===== src/rtl/irq_sel_pkg.sv =====
package irq_sel_pkg;
  typedef enum logic [0:0] {PICK_LEFT = 1'b0, PICK_RIGHT = 1'b1} pick_e;
endpackage


===== src/rtl/irq_sel_node.sv =====
module irq_sel_node
  import irq_sel_pkg::*;
#(
  parameter int PRIO_W = 3,
  parameter int ID_W   = 4
) (
  input  logic              a_vld_i,
  input  logic [PRIO_W-1:0] a_prio_i,
  input  logic [ID_W-1:0]   a_id_i,
  input  logic              b_vld_i,
  input  logic [PRIO_W-1:0] b_prio_i,
  input  logic [ID_W-1:0]   b_id_i,
  output logic              y_vld_o,
  output logic [PRIO_W-1:0] y_prio_o,
  output logic [ID_W-1:0]   y_id_o
);
  pick_e pick;

  // left side always holds lower ids: ties stay left
  always_comb begin
    pick = (a_vld_i && (!b_vld_i || a_prio_i >= b_prio_i)) ? PICK_LEFT : PICK_RIGHT;
    if (pick == PICK_LEFT) begin
      y_vld_o  = a_vld_i;
      y_prio_o = a_prio_i;
      y_id_o   = a_id_i;
    end else begin
      y_vld_o  = b_vld_i;
      y_prio_o = b_prio_i;
      y_id_o   = b_id_i;
    end
  end
endmodule


===== src/rtl/irq_sel_tree.sv =====
module irq_sel_tree #(
  parameter int N_SRC    = 8,
  parameter int MAX_PRIO = 6,
  parameter int PRIO_W   = $clog2(MAX_PRIO + 1),
  parameter int ID_W     = $clog2(N_SRC + 1)
) (
  input  logic [N_SRC-1:0]        req_i,
  input  logic [N_SRC*PRIO_W-1:0] prio_i,
  output logic                    vld_o,
  output logic [PRIO_W-1:0]       prio_o,
  output logic [ID_W-1:0]         id_o
);
  localparam int LEAVES = 2 ** $clog2(N_SRC);
  localparam int NODES  = 2 * LEAVES - 1;
  localparam logic [PRIO_W-1:0] PMAX = PRIO_W'(MAX_PRIO);

  logic              nv  [NODES];
  logic [PRIO_W-1:0] np  [NODES];
  logic [ID_W-1:0]   nid [NODES];

  for (genvar j = 0; j < LEAVES; j++) begin : g_leaf
    if (j < N_SRC) begin : g_src
      logic [PRIO_W-1:0] raw;
      assign raw                = prio_i[j*PRIO_W +: PRIO_W];
      assign nv[LEAVES-1+j]     = req_i[j];
      assign np[LEAVES-1+j]     = (raw > PMAX) ? PMAX : raw;
      assign nid[LEAVES-1+j]    = ID_W'(j + 1);
    end else begin : g_pad
      assign nv[LEAVES-1+j]     = 1'b0;
      assign np[LEAVES-1+j]     = '0;
      assign nid[LEAVES-1+j]    = '0;
    end
  end

  for (genvar i = 0; i < LEAVES - 1; i++) begin : g_node
    irq_sel_node #(.PRIO_W(PRIO_W), .ID_W(ID_W)) u_node (
      .a_vld_i (nv[2*i+1]),
      .a_prio_i(np[2*i+1]),
      .a_id_i  (nid[2*i+1]),
      .b_vld_i (nv[2*i+2]),
      .b_prio_i(np[2*i+2]),
      .b_id_i  (nid[2*i+2]),
      .y_vld_o (nv[i]),
      .y_prio_o(np[i]),
      .y_id_o  (nid[i])
    );
  end

  assign vld_o  = nv[0];
  assign prio_o = np[0];
  assign id_o   = nv[0] ? nid[0] : '0;
endmodule


===== src/rtl/irq_target_select.sv =====
module irq_target_select #(
  parameter int N_SRC    = 8,
  parameter int MAX_PRIO = 6,
  parameter int PRIO_W   = $clog2(MAX_PRIO + 1),
  parameter int ID_W     = $clog2(N_SRC + 1)
) (
  input  logic                    clk_i,
  input  logic                    rst_ni,
  input  logic [N_SRC-1:0]        pending_i,
  input  logic [N_SRC-1:0]        enable_i,
  input  logic [N_SRC*PRIO_W-1:0] prio_i,
  input  logic [PRIO_W-1:0]       threshold_i,
  input  logic                    claim_i,
  output logic                    irq_o,
  output logic [ID_W-1:0]         irq_id_o,
  output logic [N_SRC-1:0]        claim_clr_o
);
  logic [N_SRC-1:0]  req;
  logic              best_vld;
  logic [PRIO_W-1:0] best_prio;
  logic [ID_W-1:0]   best_id;
  logic              irq_q;
  logic [ID_W-1:0]   id_q;

  assign req = pending_i & enable_i;

  irq_sel_tree #(
    .N_SRC(N_SRC), .MAX_PRIO(MAX_PRIO), .PRIO_W(PRIO_W), .ID_W(ID_W)
  ) u_tree (
    .req_i (req),
    .prio_i(prio_i),
    .vld_o (best_vld),
    .prio_o(best_prio),
    .id_o  (best_id)
  );

  always_ff @(posedge clk_i or negedge rst_ni) begin
    if (!rst_ni) begin
      irq_q <= 1'b0;
      id_q  <= '0;
    end else begin
      irq_q <= best_vld && (best_prio > threshold_i);
      id_q  <= best_id;
    end
  end

  // claim clears whatever id is being reported this cycle
  for (genvar k = 0; k < N_SRC; k++) begin : g_clr
    assign claim_clr_o[k] = claim_i && (id_q == ID_W'(k + 1));
  end

  assign irq_o    = irq_q;
  assign irq_id_o = id_q;
endmodule


===== config.mk =====
export PLATFORM = sky130hd
export DESIGN_NAME = irq_target_select
export DESIGN_NICKNAME = d
export VERILOG_FILES = /design/src/rtl/irq_sel_pkg.sv /design/src/rtl/irq_sel_node.sv /design/src/rtl/irq_sel_tree.sv /design/src/rtl/irq_target_select.sv
export SDC_FILE = /design/constraint.sdc
export NUM_CORES = 1
export LEC_CHECK = 0
export BUFFER_PORTS_ARGS = -buffer_cell sky130_fd_sc_hd__clkbuf_2
export CAP_MARGIN = 20
export CORE_UTILIZATION = 44
export DETAILED_ROUTE_END_ITERATION = 8
export PLACE_DENSITY_LB_ADDON = 0.08
export SETUP_SLACK_MARGIN = 0.1
export SYNTH_ARGS = -nofsm -noshare
export SYNTH_HDL_FRONTEND = slang
export SYNTH_SLANG_ARGS = --single-unit

===== constraint.sdc =====
create_clock -name clk_i -period 1.2 [get_ports clk_i]
set_input_delay 0.24 -clock clk_i [delete_from_list [all_inputs] [get_ports clk_i]]
set_output_delay 0.24 -clock clk_i [all_outputs]
set_load 0.05 [all_outputs]

==> summary.txt, run 1 <==
Yosys
  – Synth Instances: 178
  – Compound-Gate Fraction of Synth Area: 30.7%
  – Synth unique cells: 46
  – Area leader, netlist: ha_1
  – EDFF count, synth: 0
  – Primary FF master, synth: dfrtp_1
  – #FFs+latches synth: 5
  – Area contributors post-synth: ha_1, dfrtp_1, nand2_1, mux2i_1, inv_1
  – Synthesized area: 1370 um2
  – Mapped Nets: 248
  – Largest family of logic cells by synthesized area: compound AO/OA/AOI/OAI gates
  – Ys async rst share: 100%
  – Syn avg cell area: 7.67 um2
  – Post-synthesis mux area share: 8.34%
  – Yosys warnings: 0
  – Post-Synth XOR/XNOR Area: 0%
  – Post-Synth Adder-Cell Area: 22.0%
  – Area fraction in and, or, nand and nor cells after synthesis: 21.3%
  – Post-synthesis sequential area ratio: 9.17%
  – Area share of the largest cell type after synthesis: 22.0%

Clock tree
  – Root Buffer: clkbuf_4
  – Total clock sinks: 5
  – CTS H-tree depth: 1
  – TritonCTS Buffers: 3
  – CTS max path bufs: 2

Run status
  – Error: [ERROR GRT-0232] Routing congestion too high. Check the congestion heatmap in the GUI.
  – Fail Step: global routing
  – Status: did not finish

Place
  – Final HPWL DP: 3.65 mm
  – RD Place Congestion: 0.878
  – Buffers on Ports: 58

GRT
  – Largest net degree at the start of global routing: 7
  – Total global-route track usage: 63.7%
  – Grt ovf: 14

Die
  – Die Height: 57.7 um
  – Starting Density: 47.9%
  – DIE WIDTH: 57.7 um
  – Num ports: 59
  – Num rows: 19

STA
  – WEP type: sequential cell input
  – Worst_ep grt: irq_o$_DFF_PN0_/D
==> synthesized netlist by cell type, types with 2 or more instances <==
cell and number:
a21boi_0 4, a22o_1 3, nor2_1 9, nand3_1 2, o21ai_0 4, a211oi_1 3, mux2i_1 8, o31a_1 2
dfrtp_1 5, nor2b_1 2, nor3b_1 2, clkbuf_1 8, nand3b_1 4, o211ai_1 3, inv_1 20, nand2_1 24
o22ai_1 2, a21o_1 5, a221o_1 2, mux2_2 3, o21ai_1 2, a21oi_1 8, nand2b_1 4, ha_1 24
nor3_1 4
==> per-stage QoR <==
stage	hold slack (ns)	util (%)	cells	setup slack [ns]	cell area, um2
global placement	0.0579	77.1	320	-3.45	2200
CTS	0.315	89.3	337	-3.33	2550
detailed placement	0.0611	77.1	320	-3.62	2200
floorplan	-0.0556	-	178	-3.41	1450
==> cells by family after synthesis <==
| family | count (synthesis) |
|---|---|
| AND/OR/NAND/NOR | 58 |
| AO/OA/AOI/OAI | 51 |
| buffers and inverters | 29 |
| adder cells (fa/ha/maj) | 24 |
| multiplexers | 11 |
| flip-flops | 5 |
==> what timing repair did <==
item	4_1_cts
gates resized for setup	45
pin swaps	22
hold buffers	1
endpoints found under the hold margin	5
buffers inserted	15
setup endpoints to repair	17
==> per-layer routing <==
layer	GRT overflow	track usage, %
met5	0	3.17
met4	6	76.5
met3	0	42.6
met2	8	89.2
met1	0	55.6
==> run 2, diff against run 1 <==
--- a/config.mk
+++ b/config.mk
@@ -7,10 +7,9 @@
 export LEC_CHECK = 0
 export BUFFER_PORTS_ARGS = -buffer_cell sky130_fd_sc_hd__clkbuf_2
 export CAP_MARGIN = 20
-export CORE_UTILIZATION = 44
+export CORE_UTILIZATION = 31
 export DETAILED_ROUTE_END_ITERATION = 8
-export PLACE_DENSITY_LB_ADDON = 0.08
-export SETUP_SLACK_MARGIN = 0.1
+export PLACE_DENSITY_LB_ADDON = 0.15
 export SYNTH_ARGS = -nofsm -noshare
 export SYNTH_HDL_FRONTEND = slang
 export SYNTH_SLANG_ARGS = --single-unit
==> constraint.sdc (replaced) <==
create_clock -name clk_i -period 1.6 [get_ports clk_i]
set_input_delay 0.32 -clock clk_i [delete_from_list [all_inputs] [get_ports clk_i]]
set_output_delay 0.32 -clock clk_i [all_outputs]
set_load 0.05 [all_outputs]
==> run 2 against run 1 <==
  * The flow now finishes, with violations (setup timing)
  * Synthesized cell count is the same
  * Synthesized area is the same
==> summary.txt, run 2 <==
Detailed routing
  – Drt wl/cell: 11.1 um
  – Routed Antenna Nets: 0
  – Drt via density: 4.88
  – Initial DRC count: 39
  – DR vias: 1707
  – DRC: 0
  – First drt pass iteration count: 4
  – WL final: 3.87 mm

Setup path
  – Critical path class: input port to flip-flop
  – Crit end category: flip-flop
  – Largest stage delay on the critical path: 0.31 ns
  – Crit path from: prio_i[17]
  – Crit Path Max Fanout: 5
  – WP data arrival: 4.58 ns
  – Cell mode on critical path: a21oi_2
  – Critical path's slowest cell: ha_1
  – Required @ worst endpoint: 1.70 ns
  – Critical Path Start Type: input port

Finish
  – Synth-to-Final Area Change: 92.1%
  – # nets final: 371
  – Share of cells above drive strength 1: 64.0%
  – Design Area, Final: 2620 um2
  – Ant diodes: 0
  – Register area: 130 um2
  – Filler Cells Inserted: 354
  – Area occupied by multi-input gates: 1400 um2
  – Commonest non-fill, non-tap cell in the layout: buf_4
  – Commonest non-fill, non-tap cells in the layout: buf_4, clkbuf_2, nand2_1, ha_1, inv_1
  – Max reg flops: 4

Power and ir drop
  – Pwr dens: 678 nW/um2
  – VDD IR max: 0.373 mV
  – Leakage power: 1.32 nW
  – Pwr Total: 1.78 mW

Die
  – Num rows: 23
  – Starting Density: 33.2%
  – Die Height: 68.4 um
  – DIE WIDTH: 68.4 um
  – CORE AREA: 4120 um2
  – Total Die Area: 4670 um2
  – Num ports: 59

STA
  – Final period util: 280%
  – Final min period: 4.48 ns
  – RSZ-0062 raised after global routing: yes
  – Max Freq: 223 MHz
  – Fin worst setup slack: -2.88 ns
  – Max-slew headroom at the worst pin: 75.8%
  – Max-slew violations: 0
  – Final setup viols: 11
  – Final Hold Viols: 0
  – Worst slew pin tran: 0.364 ns

Yosys
  – Area contributors post-synth: ha_1, dfrtp_1, nand2_1, mux2i_1, inv_1
  – Synth Instances: 178
  – Synth unique cells: 46
  – EDFF count, synth: 0
  – Ys async rst share: 100%
  – #FFs+latches synth: 5
  – Most instantiated cells after synthesis: ha_1, nand2_1, inv_1, nor2_1
  – Yosys warnings: 0
  – Area share of the largest cell type after synthesis: 22.0%
  – Syn avg cell area: 7.67 um2
  – Primary FF master, synth: dfrtp_1
  – Synthesized area: 1370 um2
  – Mapped Nets: 248
  – Post-synthesis sequential area ratio: 9.17%
  – Area leader, netlist: ha_1

GRT
  – Grt ovf: 0
  – Largest net degree at the start of global routing: 8
  – First-pass GRT wire length: 6.31 mm
  – Number of global-route vias before repair: 1518
  – Total global-route track usage: 17.6%
  – Antenna violations before repair: 0

Clock tree
  – CTS tree: done
  – CTS max path bufs: 2
  – CTS H-tree depth: 1
  – Reg clk slew, reported paths: 0.04 ns
  – TritonCTS Buffers: 3
  – Root Buffer: clkbuf_8
  – Total clock sinks: 5

Run
  – Max-cap violation count: 0

Place
  – RD Place Congestion: 0.797
  – Final HPWL DP: 3.16 mm
  – Area after DPL: 2220 um2
  – Post-Place Setup Slack: -3.25 ns
  – Buffers on Ports: 58

Run status
  – Status: finished with violations
  – Failing checks: setup timing

Hold path
  – Hold Path Sink: irq_o
  – WHS Path Cells: 3
  – Hold path startpoint: threshold_i[0]
  – Min-delay worst type: input port to flip-flop
-- run 2: cell counts after synthesis --
No cell type changed its count.
-- run 2: metal layers --
layer / track usage [%] / up-vias / share of wire (%)
met4: 4.69 / 0 / 1.3
li1: - / 886 / -
met1: 22.7 / 770 / 48
met3: 1.83 / 5 / 2.8
met2: 30.8 / 46 / 48
met5: 0 / - / 0
-- run 2: what timing repair did --
action,CTS,global route
setup endpoints to repair,12,13
endpoints found under the hold margin,5,0
setup buffers,5,2
pin swaps,18,22
gates resized for setup,37,38
hold buffers,1,0
-- run 2: worst max path at each step --
stage                 end  cells after the start
floorplan           irq_o                     23
global placement    irq_o                     26
detailed placement  irq_o                     26
CTS                 irq_o                     29
global route        irq_o                     28
finish              irq_o                     28
-- run 2: cell type report --
class,count,share of cell area (%)
Tap cell,50,2.39
Clock buffer,4,1.72
Timing Repair Buffer,127,34.7
Inverter,20,2.96
Multi-Input combinational cell,144,53.3
Sequential cell,5,4.96
-- run 2: report_power, final --
group          internal [mW]  total (mW)  switching (mW)
Combinational          0.627        1.32           0.695
Sequential             0.171       0.225          0.0533
Clock                  0.171       0.231          0.0600
-- run 2: through the flow --
step	instances	utilization (%)	setup TNS (ns)	hold slack, ns
final	350	63.7	-12.33	0.437
after global routing	350	63.7	-13.67	0.432
after detailed placement	339	54.0	-14.09	0.139
after global placement	339	54.0	-13.97	0.139
after CTS	348	60.4	-12.68	0.416
after floorplan	178	-	-13.24	0.0244
-- run 2: worst max-delay path, delay by kind of cell --
kind,cells,cell delay (ns)
AOI/OAI and AO/OA,11,1.89
adders and majority gates,4,0.98
buffers and inverters,7,0.80
muxes,1,0.20
and+or+nand+nor,5,0.40
-- run 2: cell families after synthesis --
kind of cell               share of synthesized area (%)
muxes                                               8.34
and+or+nand+nor                                     21.3
DFF                                                 9.17
adders and majority gates                           22.0
AOI/OAI and AO/OA                                   30.7
buffers and inverters                               8.52
No activity file was read; power rests on OpenSTA's default activity.
==> run 3, diff against run 2 <==
==> constraint.sdc (replaced) <==
create_clock -name clk_i -period 3.8 [get_ports clk_i]
set_input_delay 0.76 -clock clk_i [delete_from_list [all_inputs] [get_ports clk_i]]
set_output_delay 0.76 -clock clk_i [all_outputs]
set_load 0.05 [all_outputs]
==> run 3 against run 2 <==
  * The flow still finishes with violations (setup timing)
  * First-iteration DRC count increased by 54%
  * Design area fell by 4.2%
  * Routed wire length rose by 6.8%
  * Critical path type unchanged
  * Critical endpoint unchanged
  * Largest cell class unchanged
==> summary.txt, run 3 (same netlist as run 2, synthesis figures left out) <==
Die
  – DIE WIDTH: 68.4 um
  – Starting Density: 33.2%
  – Die Height: 68.4 um
  – CORE AREA: 4120 um2
  – Num ports: 59
  – Total Die Area: 4670 um2
  – Num rows: 23

Run status
  – Failing checks: setup timing
  – Status: finished with violations

Setup path
  – Crit end category: flip-flop
  – Crit Path Max Fanout: 4
  – Critical path class: input port to flip-flop
  – WP data arrival: 5.14 ns
  – Required @ worst endpoint: 3.88 ns
  – Critical Path Start Type: input port

Finish
  – Design Area, Final: 2510 um2
  – Share of cells above drive strength 1: 60.3%
  – Commonest non-fill, non-tap cells in the layout: buf_4, clkbuf_2, nand2_1, ha_1, inv_1
  – Synth-to-Final Area Change: 84.1%
  – Util after Layout: 61.1%
  – Layout Cells excl Fill: 355
  – Ant diodes: 0
  – Filler Cells Inserted: 354
  – Commonest non-fill, non-tap cell in the layout: buf_4
  – # nets final: 376
  – Max reg flops: 4

STA
  – Max Freq: 197 MHz
  – Hold WS: 0.352 ns
  – Final min period: 5.06 ns
  – Setup TNS: -4.36 ns
  – Worst slew pin tran: 0.424 ns
  – Final period util: 133%
  – Fin worst setup slack: -1.26 ns
  – Final setup viols: 5
  – RSZ-0062 raised after global routing: yes
  – Max-slew violations: 0
  – Max-slew headroom at the worst pin: 71.6%
  – Final Hold Viols: 0

Clock tree
  – Root Buffer: clkbuf_8
  – TritonCTS Buffers: 3
  – Post-CTS Hold Fix Bufs: 0
  – CTS tree: done
  – CTS max path bufs: 2
  – CTS H-tree depth: 1
  – Total clock sinks: 5
  – Reg clk slew, reported paths: 0.04 ns

GRT
  – Total global-route track usage: 17.1%
  – Antenna violations before repair: 0
  – Largest net degree at the start of global routing: 8
  – Number of global-route vias before repair: 1473
  – Grt ovf: 0
  – First-pass GRT wire length: 6.07 mm

Detailed routing
  – Initial DRC count: 60
  – Routed Antenna Nets: 0
  – DRC: 0
  – Drt via density: 4.74
  – First drt pass iteration count: 4
  – DR vias: 1682
  – WL final: 4.13 mm
  – Drt wl/cell: 11.6 um

Power and ir drop
  – Comb power frac: 74.7%
  – Leakage power: 1.32 nW
  – Internal power: 0.394 mW
  – Pwr dens: 284 nW/um2
  – VDD IR max: 0.169 mV
  – Sequential Power Share: 11.8%
  – Pwr Total: 0.713 mW
  – Clock network power share: 13.5%
  – Net switching power: 0.319 mW
  – Sw Share: 44.8%

Place
  – DP Cell Count: 336
  – Buffers on Ports: 58
  – RD Place Congestion: 0.782
  – Post-Place Setup Slack: -1.53 ns
  – Final HPWL DP: 3.18 mm
  – Area after DPL: 2130 um2

Hold path
  – Min-delay worst type: input port to async pin

Run
  – Max-cap violation count: 0
==> run 3: repair_timing <==
action	4_1_cts	5_1_grt
hold endpoints to repair	0	0
endpoints found under the setup margin	5	5
gates resized for setup	16	38
buffers inserted	13	4
pin swaps	21	25
==> run 3: worst paths after layout <==
path                           startpoint           to
min in group clk_i         threshold_i[0]        irq_o
max in group asynchronous          rst_ni  irq_id_o[1]
setup / recovery                prio_i[5]        irq_o
hold / removal                     rst_ni  irq_id_o[3]
==> run 3: layer usage <==
metal / up-vias / GRT usage (%) / share of wire (%)
met1: 739 / 22.5 / 46
met5: - / 0 / 0
met2: 40 / 29.9 / 51
met4: 0 / 3.13 / 0.29
li1: 901 / - / -
met3: 2 / 1.50 / 3.2
==> run 3: power groups by stage <==
stage	Sequential, mW	Clock, mW	Combinational (mW)
after detailed placement	0.0849	0	0.430
after global routing	0.0885	0.108	0.580
after floorplan	0.141	0	0.220
after global placement	0.0845	0	0.429
after CTS	0.0850	0.0988	0.478
final	0.0840	0.0963	0.533
==> run 3: layout make-up <==
type	count	area (um2)	area share [%]
clock buffers	4	45.0	1.79
well taps	50	62.6	2.49
flip-flops and latches	5	125	4.98
inverters	20	80.1	3.19
repair buffers	132	888	35.3
multi-input cells	144	1310	52.2
==> run 3: worst max-delay path: stages <==
cell	delay (ns)
buf_8	0.10
inv_4	0.05
ha_4	0.19
a211o_1	0.33
o21bai_4	0.21
mux2i_2	0.26
inv_1	0.07
ha_1	0.28
nand2b_4	0.14
a21o_1	0.15
a221o_1	0.35
buf_4	0.14
buf_4	0.14
a22o_1	0.25
inv_2	0.09
ha_4	0.20
a21oi_2	0.15
nor2b_2	0.07
o32ai_4	0.28
mux2i_1	0.27
ha_1	0.28
a21o_1	0.20
a21oi_2	0.13
a311oi_2	0.05
==> run 4, diff against run 3 <==
--- a/config.mk
+++ b/config.mk
@@ -7,7 +7,7 @@
 export LEC_CHECK = 0
 export BUFFER_PORTS_ARGS = -buffer_cell sky130_fd_sc_hd__clkbuf_2
 export CAP_MARGIN = 20
-export CORE_UTILIZATION = 31
+export CORE_UTILIZATION = 33
 export DETAILED_ROUTE_END_ITERATION = 8
 export PLACE_DENSITY_LB_ADDON = 0.15
 export SYNTH_ARGS = -nofsm -noshare
==> run 4 against run 3 <==
  * The run still ends with setup timing left
  * Clock power decreased by 0.4%
  * Power down 2.3%
  * Sequential cell count stayed put
  * Critical endpoint unchanged
  * Largest power group unchanged
  * Highest routed layer is now met3
==> summary.txt, run 4 (same netlist as run 2, synthesis figures left out) <==
Run status
  – Status: finished with violations
  – Failing checks: setup timing

STA
  – Hold WS: 0.351 ns
  – Max-slew headroom at the worst pin: 76.2%
  – Final setup viols: 5
  – RSZ-0062 raised after global routing: yes
  – Fin worst setup slack: -1.08 ns
  – Final min period: 4.88 ns
  – Final Hold Viols: 0
  – Max-slew violations: 0
  – Worst slew pin tran: 0.356 ns
  – Final period util: 128%
  – Max Freq: 205 MHz

Finish
  – # nets final: 374
  – Max reg flops: 4
  – Commonest non-fill, non-tap cells in the layout: buf_4, clkbuf_2, nand2_1, ha_1, inv_1
  – Util after Layout: 62.8%
  – Design Area, Final: 2490 um2
  – Layout Cells excl Fill: 353
  – Ant diodes: 0
  – Synth-to-Final Area Change: 82.7%
  – Commonest non-fill, non-tap cell in the layout: buf_4
  – Share of cells above drive strength 1: 59.4%

Power and ir drop
  – Clock network power share: 13.8%
  – Sw Share: 44.3%
  – Internal power: 0.388 mW
  – Leakage power: 1.32 nW
  – Sequential Power Share: 12.2%
  – VDD IR max: 0.144 mV
  – Comb power frac: 74.0%
  – Net switching power: 0.309 mW
  – Pwr dens: 280 nW/um2

Setup path
  – Critical path class: input port to flip-flop
  – CP top delay family: compound AO/OA/AOI/OAI gates
  – Required @ worst endpoint: 3.88 ns
  – Critical path's slowest cell: a311oi_4
  – Crit path from: prio_i[15]
  – Largest stage delay on the critical path: 0.35 ns
  – Critical Path End: irq_o
  – Crit-path cells: clkbuf_2 -> a21boi_4 -> ha_1 -> nand2b_4 -> a311oi_4 -> buf_4 -> or2_4 -> a21boi_2 -> ha_1 -> nor2_2 -> a21oi_2 -> a211oi_4 -> a21oi_2 -> a32oi_2 -> ha_4 -> nand2b_4 -> a21oi_2 -> nor2b_2 -> o32ai_4 -> mux2i_1 -> ha_1 -> a21o_1 -> a21oi_2 -> a311oi_2
  – Cell mode on critical path: a21oi_2
  – CP bufs+invs: 2
  – Crit Path Max Fanout: 5
  – WP depth: 24
  – WP data arrival: 4.96 ns
  – Critical Path Start Type: input port
  – Crit end category: flip-flop

Detailed routing
  – First drt pass iteration count: 4
  – Initial DRC count: 55
  – WL final: 3.85 mm
  – Drt wl/cell: 10.9 um
  – Routed Antenna Nets: 0
  – DR vias: 1717
  – Drt via density: 4.86
  – DRC: 0

Place
  – RD Place Congestion: 0.764
  – DP Cell Count: 336
  – Buffers on Ports: 58
  – Final HPWL DP: 3.06 mm
  – Area after DPL: 2130 um2
  – Post-Place Setup Slack: -1.53 ns

GRT
  – Number of global-route vias before repair: 1598
  – First-pass GRT wire length: 6.17 mm
  – Grt ovf: 0
  – Largest net degree at the start of global routing: 8
  – Antenna violations before repair: 0
  – Total global-route track usage: 17.5%

Clock tree
  – Reg clk slew, reported paths: 0.03 ns
  – TritonCTS Buffers: 3
  – CTS max path bufs: 2
  – Post-CTS Hold Fix Bufs: 0
  – CTS H-tree depth: 1
  – Total clock sinks: 5
  – Root Buffer: clkbuf_8
  – CTS tree: done

Die
  – Num rows: 23
  – Starting Density: 34.4%
  – DIE WIDTH: 66.3 um
  – Num ports: 59
  – Total Die Area: 4400 um2
  – CORE AREA: 3970 um2
  – Die Height: 66.3 um

Hold path
  – Min-delay worst type: input port to async pin

Run
  – Max-cap violation count: 0
==> run 4: changes by cell type in the layout (fill, tap and decap cells not counted), moves of 2 or more <==
| cell | delta |
|---|---|
| buf_2 | -2 |
| mux2i_1 | +2 |
| mux2i_2 | -2 |
| nor2_1 | -2 |
==> run 4: per-stage QoR <==
stage | total power, mW | TNS (ns)
final | 0.697 | -3.66
after detailed placement | 0.514 | -5.40
after CTS | 0.656 | -3.79
after global routing | 0.750 | -4.50
after floorplan | 0.361 | -4.19
after global placement | 0.509 | -5.32
==> run 4: routing by layer <==
| metal | global-route usage [%] | routed length, um |
|---|---|---|
| met3 | 1.03 | 111 |
| met5 | 0 | 0 |
| met4 | 3.19 | 0 |
| met2 | 36.4 | 2070 |
| met1 | 18.9 | 1680 |
==> run 4: worst min-delay path by stage <==
stage / to / slack [ns] / depth (start not counted)
after global routing: irq_o / 0.35 / 1
final: irq_id_o[1] / 0.35 / 1
after floorplan: irq_id_o[0] / 0.46 / 0
after CTS: irq_o / 0.35 / 1
after detailed placement: irq_o / 0.58 / 1
after global placement: irq_o / 0.58 / 1
==> run 4: layout make-up <==
cell class	count	area, um2
clock buffer	4	45.0
multi-input combinational	144	1310
fill	367	1480
sequential	5	125
inverter	20	80.1
tap	50	62.6
timing repair buffer	130	872
==> run 4: what timing repair did <==
action                                  CTS  global route
endpoints found under the setup margin    5             5
resized for setup                        28            22
pin swaps                                26            27
buffers inserted                          9             6
==> run 4: power groups by stage <==
stage                     Sequential (mW)  Clock [mW]  Combinational [mW]
final                              0.0854      0.0959               0.516
after global routing               0.0884       0.103               0.558
after CTS                          0.0846      0.0979               0.474
after detailed placement           0.0853           0               0.429
after global placement             0.0849           0               0.424
after floorplan                     0.141           0               0.220
